[config.mk]
export PLATFORM = sky130hd
export DESIGN_NAME = char_cursor_store
export DESIGN_NICKNAME = d
export VERILOG_FILES = /design/src/rtl/chstore_pkg.sv /design/src/rtl/chstore_scan.sv /design/src/rtl/chstore_ctrl.sv /design/src/rtl/chstore_char_mem.sv /design/src/rtl/chstore_cur_mem.sv /design/src/rtl/char_cursor_store.sv
export SDC_FILE = /design/constraint.sdc
export NUM_CORES = 1
export LEC_CHECK = 0
export ABC_AREA = 0
export ABC_CLOCK_PERIOD_IN_PS = 1600
export CAP_MARGIN = 0
export CORE_ASPECT_RATIO = 1.25
export CORE_MARGIN = 3
export CORE_UTILIZATION = 53
export DETAILED_ROUTE_END_ITERATION = 10
export GPL_TIMING_DRIVEN = 0
export MAX_ROUTING_LAYER = met4
export PLACE_DENSITY = 0.77
export SYNTH_ARGS = -nofsm -noshare
export SYNTH_HDL_FRONTEND = slang
export SYNTH_SLANG_ARGS = --single-unit
[constraint.sdc]
create_clock -name clk -period 1.6 [get_ports clk]
set_input_delay 0.16 -clock clk [delete_from_list [all_inputs] [get_ports clk]]
set_output_delay 0.16 -clock clk [all_outputs]
set_load 0.01 [all_outputs]
[src/rtl/chstore_pkg.sv]
package chstore_pkg;

   // write operation decoded from the host strobes
   typedef enum logic [1:0] {
      OP_NONE = 2'd0,
      OP_CHAR = 2'd1,
      OP_CURS = 2'd2
   } wr_op_e;

   // a code is displayable only when its two top bits differ
   function automatic logic code_displayable(input logic hi_bit, input logic lo_bit);
      return hi_bit ^ lo_bit;
   endfunction

endpackage

[src/rtl/chstore_scan.sv]
module chstore_scan #(
   parameter int NUM_POS  = 4,
   parameter int STEP_CYC = 4,
   localparam int ADDR_W  = $clog2(NUM_POS)
) (
   input  logic              clk,
   input  logic              rst_n,
   input  logic              run,
   output logic [ADDR_W-1:0] pos_o
);

   logic [ADDR_W-1:0] pos_q;

   generate
      if (STEP_CYC == 1) begin : g_every_cycle
         always_ff @(posedge clk or negedge rst_n) begin
            if (!rst_n)      pos_q <= '0;
            else if (!run)   pos_q <= '0;
            else             pos_q <= pos_q + ADDR_W'(1);
         end
      end else begin : g_prescaled
         localparam int DIV_W = $clog2(STEP_CYC);
         localparam logic [DIV_W-1:0] DIV_LAST = DIV_W'(STEP_CYC - 1);
         logic [DIV_W-1:0] div_q;

         always_ff @(posedge clk or negedge rst_n) begin
            if (!rst_n) begin
               div_q <= '0;
               pos_q <= '0;
            end else if (!run) begin
               div_q <= '0;
               pos_q <= '0;
            end else if (div_q == DIV_LAST) begin
               div_q <= '0;
               pos_q <= pos_q + ADDR_W'(1);
            end else begin
               div_q <= div_q + DIV_W'(1);
            end
         end
      end
   endgenerate

   assign pos_o = pos_q;

endmodule

[src/rtl/chstore_ctrl.sv]
module chstore_ctrl
   import chstore_pkg::*;
(
   input  logic   ce1_n,
   input  logic   ce2_n,
   input  logic   wr_n,
   input  logic   cur_sel,
   input  logic   clr_n,
   input  logic   blank_n,
   output wr_op_e op_o,
   output logic   clr_act_o
);

   logic strobe;

   assign strobe = ~(ce1_n | ce2_n | wr_n);

   always_comb begin
      op_o = OP_NONE;
      if (strobe) begin
         if (cur_sel) op_o = OP_CHAR;
         else         op_o = OP_CURS;
      end
   end

   // blanking inhibits clear; enables play no part in it
   assign clr_act_o = ~clr_n & blank_n;

endmodule

[src/rtl/chstore_char_mem.sv]
module chstore_char_mem #(
   parameter int NUM_POS  = 4,
   parameter int CODE_W   = 7,
   localparam int ADDR_W  = $clog2(NUM_POS),
   localparam int FLAT_W  = NUM_POS * CODE_W
) (
   input  logic              clk,
   input  logic              rst_n,
   input  logic              wr_en,
   input  logic [ADDR_W-1:0] wr_addr,
   input  logic [CODE_W-1:0] wr_data,
   input  logic              clr_en,
   input  logic [ADDR_W-1:0] clr_addr,
   input  logic [ADDR_W-1:0] rd_addr,
   output logic [CODE_W-1:0] rd_data,
   output logic [FLAT_W-1:0] flat_o
);

   generate
      for (genvar i = 0; i < NUM_POS; i++) begin : g_ent
         logic [CODE_W-1:0] ent_q;
         logic              hit_clr;
         logic              hit_wr;

         assign hit_clr = clr_en & (clr_addr == ADDR_W'(i));
         assign hit_wr  = wr_en  & (wr_addr  == ADDR_W'(i));

         // clear takes priority over a write to the same entry
         always_ff @(posedge clk or negedge rst_n) begin
            if (!rst_n)       ent_q <= '0;
            else if (hit_clr) ent_q <= '0;
            else if (hit_wr)  ent_q <= wr_data;
         end

         assign flat_o[i*CODE_W +: CODE_W] = ent_q;
      end
   endgenerate

   always_comb begin
      rd_data = '0;
      for (int k = 0; k < NUM_POS; k++) begin
         if (rd_addr == ADDR_W'(k)) rd_data = flat_o[k*CODE_W +: CODE_W];
      end
   end

endmodule

[src/rtl/chstore_cur_mem.sv]
module chstore_cur_mem #(
   parameter int NUM_POS  = 4,
   localparam int ADDR_W  = $clog2(NUM_POS)
) (
   input  logic               clk,
   input  logic               rst_n,
   input  logic               wr_en,
   input  logic [ADDR_W-1:0]  wr_addr,
   input  logic               wr_flag,
   input  logic [ADDR_W-1:0]  rd_addr,
   output logic               rd_flag,
   output logic [NUM_POS-1:0] flags_o
);

   generate
      for (genvar i = 0; i < NUM_POS; i++) begin : g_flag
         logic flag_q;

         always_ff @(posedge clk or negedge rst_n) begin
            if (!rst_n)                                  flag_q <= 1'b0;
            else if (wr_en && wr_addr == ADDR_W'(i))     flag_q <= wr_flag;
         end

         assign flags_o[i] = flag_q;
      end
   endgenerate

   always_comb begin
      rd_flag = 1'b0;
      for (int k = 0; k < NUM_POS; k++) begin
         if (rd_addr == ADDR_W'(k)) rd_flag = flags_o[k];
      end
   end

endmodule

[src/rtl/char_cursor_store.sv]
module char_cursor_store
   import chstore_pkg::*;
#(
   parameter int NUM_POS  = 4,
   parameter int CODE_W   = 7,
   parameter int STEP_CYC = 4,
   localparam int ADDR_W  = $clog2(NUM_POS),
   localparam int FLAT_W  = NUM_POS * CODE_W,
   localparam int HI_BIT  = CODE_W - 1,
   localparam int LO_BIT  = CODE_W - 2
) (
   input  logic              clk,
   input  logic              rst_n,
   input  logic              ce1_n,
   input  logic              ce2_n,
   input  logic              wr_n,
   input  logic              cur_sel,
   input  logic [ADDR_W-1:0] wr_addr,
   input  logic [CODE_W-1:0] wr_data,
   input  logic              clr_n,
   input  logic              blank_n,
   input  logic [ADDR_W-1:0] rd_addr,
   output logic [CODE_W-1:0] rd_code,
   output logic              rd_code_valid,
   output logic              rd_cursor,
   output logic [ADDR_W-1:0] scan_pos
);

   generate
      if (NUM_POS < 2 || (1 << ADDR_W) != NUM_POS) begin : g_bad_pos
         $error("NUM_POS must be a power of two of at least 2");
      end
      if (CODE_W < 2) begin : g_bad_code
         $error("CODE_W must be at least 2");
      end
      if (STEP_CYC < 1) begin : g_bad_step
         $error("STEP_CYC must be at least 1");
      end
   endgenerate

   wr_op_e             op;
   logic               clr_act;
   logic [FLAT_W-1:0]  char_flat;
   logic [NUM_POS-1:0] cur_flat;

   chstore_ctrl u_ctrl (
      .ce1_n     (ce1_n),
      .ce2_n     (ce2_n),
      .wr_n      (wr_n),
      .cur_sel   (cur_sel),
      .clr_n     (clr_n),
      .blank_n   (blank_n),
      .op_o      (op),
      .clr_act_o (clr_act)
   );

   chstore_scan #(
      .NUM_POS  (NUM_POS),
      .STEP_CYC (STEP_CYC)
   ) u_scan (
      .clk   (clk),
      .rst_n (rst_n),
      .run   (blank_n),
      .pos_o (scan_pos)
   );

   chstore_char_mem #(
      .NUM_POS (NUM_POS),
      .CODE_W  (CODE_W)
   ) u_char (
      .clk      (clk),
      .rst_n    (rst_n),
      .wr_en    (op == OP_CHAR),
      .wr_addr  (wr_addr),
      .wr_data  (wr_data),
      .clr_en   (clr_act),
      .clr_addr (scan_pos),
      .rd_addr  (rd_addr),
      .rd_data  (rd_code),
      .flat_o   (char_flat)
   );

   chstore_cur_mem #(
      .NUM_POS (NUM_POS)
   ) u_cur (
      .clk     (clk),
      .rst_n   (rst_n),
      .wr_en   (op == OP_CURS),
      .wr_addr (wr_addr),
      .wr_flag (wr_data[0]),
      .rd_addr (rd_addr),
      .rd_flag (rd_cursor),
      .flags_o (cur_flat)
   );

   assign rd_code_valid = code_displayable(rd_code[HI_BIT], rd_code[LO_BIT]);

endmodule

-- Yosys cells after proc, flatten, opt, wreduce, memory -nomap -nowiden
Index checks and enable logic that the tools add are counted.
- logic and storage cells: 71
- register bits after elaboration: 36
- output and inout port bits: 11
- reduce and logical (&&, ||, !) cells: 11
- $add $sub $neg: 2
- eq/ne operators: 13
- bitwise gates (word level): 13
- multiplexer cells: 22
- operators by type and width (cell ; number):
    $mux W7 ; 12
    $eq A2 B2 Y1 const B ; 8
    $mux W2 ; 6
    $and A1 B1 Y1 ; 9
    $eq A2 B1 Y1 const B ; 4
    $reduce_bool A2 Y1 ; 4
    $logic_not A2 Y1 ; 3
    $add A2 B1 Y2 const B ; 2
    $logic_and A1 B1 Y1 ; 4
    $mux W1 ; 4
    $ne A2 B1 Y1 const B ; 1
    $or A1 B1 Y1 ; 2
    $not A1 Y1 ; 1
    $xor A1 B1 Y1 ; 1

-- Longest topological paths before layout
- word-level depth: 7
- depth in mapped cells: 5
- depth with buffers taken out: 4

-- Cells and area by module
Synthesis repeated with hierarchy kept, for this count alone.
- cell total of the unflattened synthesis: 143
- area total of the unflattened synthesis: 1818.0 µm²
- by module, submodules not included (module ; times used ; area an instance (µm²) ; sequential area each (µm²) ; cells an instance):
    chstore_char_mem ; 1 ; 1365.1 ; 700.7 ; 107
    chstore_cur_mem ; 1 ; 230.2 ; 100.1 ; 17
    chstore_scan ; 1 ; 165.2 ; 100.1 ; 13
    chstore_ctrl ; 1 ; 33.8 ; 0.0 ; 3
    char_cursor_store ; 1 ; 23.8 ; 0.0 ; 3

-- Worst setup path before layout
No wires, ideal clock.
- path kind: input -> output
- start point: input port rd_addr[0]
- end point: output port rd_code_valid
- buffers on the path: 1
- arrival: 1.238 ns
- stages: 3
- setup slack: 0.202 ns
- data required time: 1.440 ns
- cell sequence: buf_2 > mux4_2 > xor2_1
- longest elaborated chain between the ends: 6
- RTL lines (element ; line ; text):
    start, declared ; char_cursor_store.sv:22 ; input logic [ADDR_W-1:0] rd_addr,
    $logic_not A2 Y1 ; chstore_char_mem.sv:42 ; if (rd_addr == ADDR_W'(k)) rd_data = flat_o[k*CODE_W +: CODE_W];
    $mux W7 (3 in series) ; chstore_char_mem.sv:42 ;
    $mux W7 * ; chstore_char_mem.sv:42 ;
    net rd_code[5] ; char_cursor_store.sv:23 ; output logic [CODE_W-1:0] rd_code,
    $xor A1 B1 Y1 * ; chstore_pkg.sv:12 ; return hi_bit ^ lo_bit;
    end, declared ; char_cursor_store.sv:24 ; output logic rd_code_valid,
The timed path passes the listed nets; every way through them passes the cells marked *.

-- Worst setup path after layout
- start point: register u_char.g_ent[3].ent_q[6]
- end point: output port rd_code_valid
- longest elaborated chain between the ends: 2
- RTL lines (element ; line ; text):
    start, declared ; chstore_char_mem.sv:21 ; logic [CODE_W-1:0] ent_q;
    start signal, assigned ; chstore_char_mem.sv:32 ; else if (hit_wr) ent_q <= wr_data;
    $mux W7 ; chstore_char_mem.sv:42 ;
    $xor A1 B1 Y1 ; chstore_pkg.sv:12 ;
Every way passes these cells.

==> results.py <==
metrics = {
    "run_status": {
        "status": "finished with violations",
        "failed_checks": "negative setup slack",
    },
    "drt": {
        "drt_wl_total_mm": 4.83,
        "first_pass_iters": 4,
        "wl_per_cell_um": 19.2,
        "final_antenna_net_count": 0,
        "route.detailed.drc": 0,
        "vias": 1585,
        "avgViaCountPerCell": 6.29,
        "drt_first_iter_violations": 82,
    },
    "die": {
        "num_io_pins": 30,
        "initial_utilization_pct": 57.2,
        "dieArea_um2": 4330,
        "num_rows": 23,
        "die_y_um": 72.8,
        "coreArea_um2": 3310,
        "die_x_um": 59.5,
    },
    "global_route": {
        "grt_max_degree": 37,
        "grt-ovfl-total": 0,
        "grt_pass1_wl_mm": 7.79,
        "grt.total_usage_pct": 25.6,
        "grt_pass1_vias": 1572,
        "antenna_found_initial": 0,
    },
    "cts": {
        "cts_tree": "built",
        "clock_tree.buffer_depth": 2,
        "cts_made_buffers": 5,
        "cts_htree_levels": 2,
        "insertion_delay_ns": 0.29,
        "clk_pin_slew_worst_paths_ns": 0.06,
        "cts_num_sinks": 36,
        "cts_root_buffer": "clkbuf_8",
    },
    "placement": {
        "hpwl_mm": 3.41,
        "io_buffers": 27,
        "gp_congestion": 0.853,
    },
    "sta": {
        "final.min_clock_period_ns": 1.63,
        "finalSetupViolCount": 1,
        "setup_ws_ns": -0.0330,
        "clock-skew-final_ns": 0.00701,
        "drv_slew": 0,
        "max_slew_margin_pct": 46.4,
        "fin_crit_sh_pct": 102,
        "final-hold-violation-count": 0,
        "worstMarginPinSlew_ns": 0.804,
        "rsz0062_at_grt": "yes",
        "clock.fmax_mhz": 612,
        "tns_ns": -0.0330,
    },
    "cells_and_area": {
        "regArea_um2": 901,
        "n_antenna_cell": 0,
        "nNetsFinal": 241,
        "area_growth_pct": 21.1,
        "drive_gt1_share_pct": 15.3,
        "multi_input_area_um2": 901,
        "nFillCells": 285,
    },
    "job": {
        "cap_violations": 0,
    },
    "worst_setup_path": {
        "crit_start": "u_char.g_ent[3].ent_q[6]",
        "required_ns": 1.44,
        "slowest_delay_ns": 0.50,
        "r2r_cells": 5,
        "r2r_end": "u_char.g_ent[0].ent_q[5]",
        "critPathCapture": "rd_code_valid",
        "critPathTopFamily": "multiplexers",
        "reg2reg_from": "u_scan.pos_o[0]",
        "end_kind": "output port",
        "startpoint_type": "flip-flop",
        "cp_slowest_cell": "mux4_2",
        "crit_chain": "mux4_2 > xor2_1 > buf_2",
        "worstPathMaxFanout": 2,
        "crit_arrival_ns": 1.47,
        "critPathBufInv": 1,
        "path_class": "flip-flop to output port",
        "cp.depth": 3,
        "r2r_setup_slack_ns": 0.23,
    },
    "synth": {
        "yosys-top-cells-area": "dfrtp_1 48%, mux4_2 9.5%, a21oi_1 7.4%, nand3_1 7.4%, o21ai_1 5.0%",
        "ys_ff_latch": 36,
        "postSynthCellCount": 180,
        "synth_top_area_share_pct": 47.6,
        "mappedNetlistArea_um2": 1890,
        "ys_seq_area_share_pct": 47.6,
        "syn_area_per_cell_um2": 10.5,
        "yosys.area.top_type": "dfrtp_1",
        "synth_nets": 204,
        "synth_cell_type_count": 26,
        "synth_warnings": 0,
    },
    "pwr": {
        "peakVddDrop_mv": 0.661,
        "power_uw": 2150,
        "power_leakage_uw": 0.000984,
        "cellPowerDensity_nw_per_um2": 938,
    },
    "min_path": {
        "min_from": "ce2_n",
        "hp-class": "input port to flip-flop",
    },
}
## how the worst min path moves through the flow
stage / depth (start not counted) / slack, ns / endpoint
6_report: 4 / 0.41 / u_cur.g_flag[1].flag_q
3_3_place_gp: 1 / 0.42 / u_scan.g_prescaled.div_q[0]
2_1_floorplan: 0 / -0.14 / u_char.g_ent[0].ent_q[0]
4_1_cts: 1 / 0.44 / u_scan.g_prescaled.div_q[0]
5_1_grt: 4 / 0.44 / u_cur.g_flag[1].flag_q
3_5_place_dp: 1 / 0.29 / u_char.g_ent[0].ent_q[2]
## logic make-up (layout without fill, tap and decap cells)
family	count (synthesis)	after routing	share of synthesized area, %
AOI/OAI and AO/OA	56	56	15.0
xor gates and xnor gates	2	2	0.925
adders and majority gates	5	5	3.30
buffers and inverters	16	51	5.02
DFF	36	36	47.6
muxes	13	13	12.4
and+or+nand+nor	52	52	15.8
## worst reg2reg max path: cells and delay by family (launching register included)
kind / cells / cell delay (ns)
simple gates: 1 / 0.11
flops: 1 / 0.44
compound gates: 1 / 0.09
fa+ha+maj: 1 / 0.15
buf+inv: 2 / 0.47
## power breakdown
part / internal (uW) / switching [uW]
logic: 244 / 230
clock network: 280 / 290
registers: 1040 / 67.1
total: 1570 / 587
## routing by layer
metal  track usage [%]  share of wire, %  vias to the layer above  wire, um
met5                 -                 0                        -         0
met4              9.07               1.9                        0        91
met3              5.49               6.8                       10       328
met2              43.5                54                       59      2600
met1              29.2                38                      784      1820
li1                  -                 -                      732         -
## synthesized netlist by cell type
master,count
mux2_2,4
ha_1,5
o21ai_1,19
a21oi_1,28
inv_1,2
or4b_1,1
nand2_1,5
or2_0,1
and2_1,7
nor4b_4,1
buf_4,1
mux4_2,8
clkbuf_1,7
o21ai_0,8
buf_1,1
nor2b_1,5
nor4_1,1
xor2_1,2
buf_2,1
mux2i_1,1
or2b_1,2
nor2_1,1
buf_6,4
o21ai_2,1
nand3_1,28
dfrtp_1,36
## stage by stage
step	util (%)	instance area, um^2	setup slack (ns)	std cells	hold slack, ns
2_1_floorplan	-	1890	0.202	180	-0.136
3_3_place_gp	66.8	2210	-0.358	244	0.423
6_report	69.3	2290	-0.0330	252	0.414
5_1_grt	69.3	2290	-0.0715	252	0.442
3_5_place_dp	66.7	2210	-0.311	244	0.290
4_1_cts	69.1	2290	-0.0458	252	0.437
## timing repair
action                                  CTS  global route
setup buffers                             2             0
hold buffers                              1             0
gates resized for setup                  15            11
pin swaps                                 1             1
hold endpoints to repair                 36             0
endpoints found under the setup margin   10            24
## cell type report
| cell class | count | area share [%] |
|---|---|---|
| Sequential cell | 36 | 39.3 |
| Multi-Input combinational cell | 128 | 39.3 |
| Timing Repair Buffer | 30 | 12.2 |
| Buffer | 14 | 3.87 |
| Clock buffer | 5 | 3.00 |
| Tap cell | 37 | 2.02 |
| Inverter | 2 | 0.327 |
## state kept, by name (all words and copies together), names as in the netlist
register and count:
u_cur.g_flag.flag_q 4, u_char.g_ent.ent_q 28, u_scan.pos_o 2, u_scan.g_prescaled.div_q 2
## cells in the final DEF, fill, tap and decap left out, drive strengths merged
master,n
a21oi,28
and2,7
buf,11
clkbuf,14
clkdlybuf4s15,4
clkdlybuf4s50,14
dfrtp,36
dlygate4sd2,2
dlygate4sd3,1
dlymetal6s2s,3
ha,5
inv,2
mux2,4
mux2i,1
mux4,8
nand2,5
nand3,28
nor2,1
nor2b,5
nor4,1
nor4b,1
o21ai,28
or2,1
or2b,2
or4b,1
xor2,2
(Power assumes the default switching activity.)
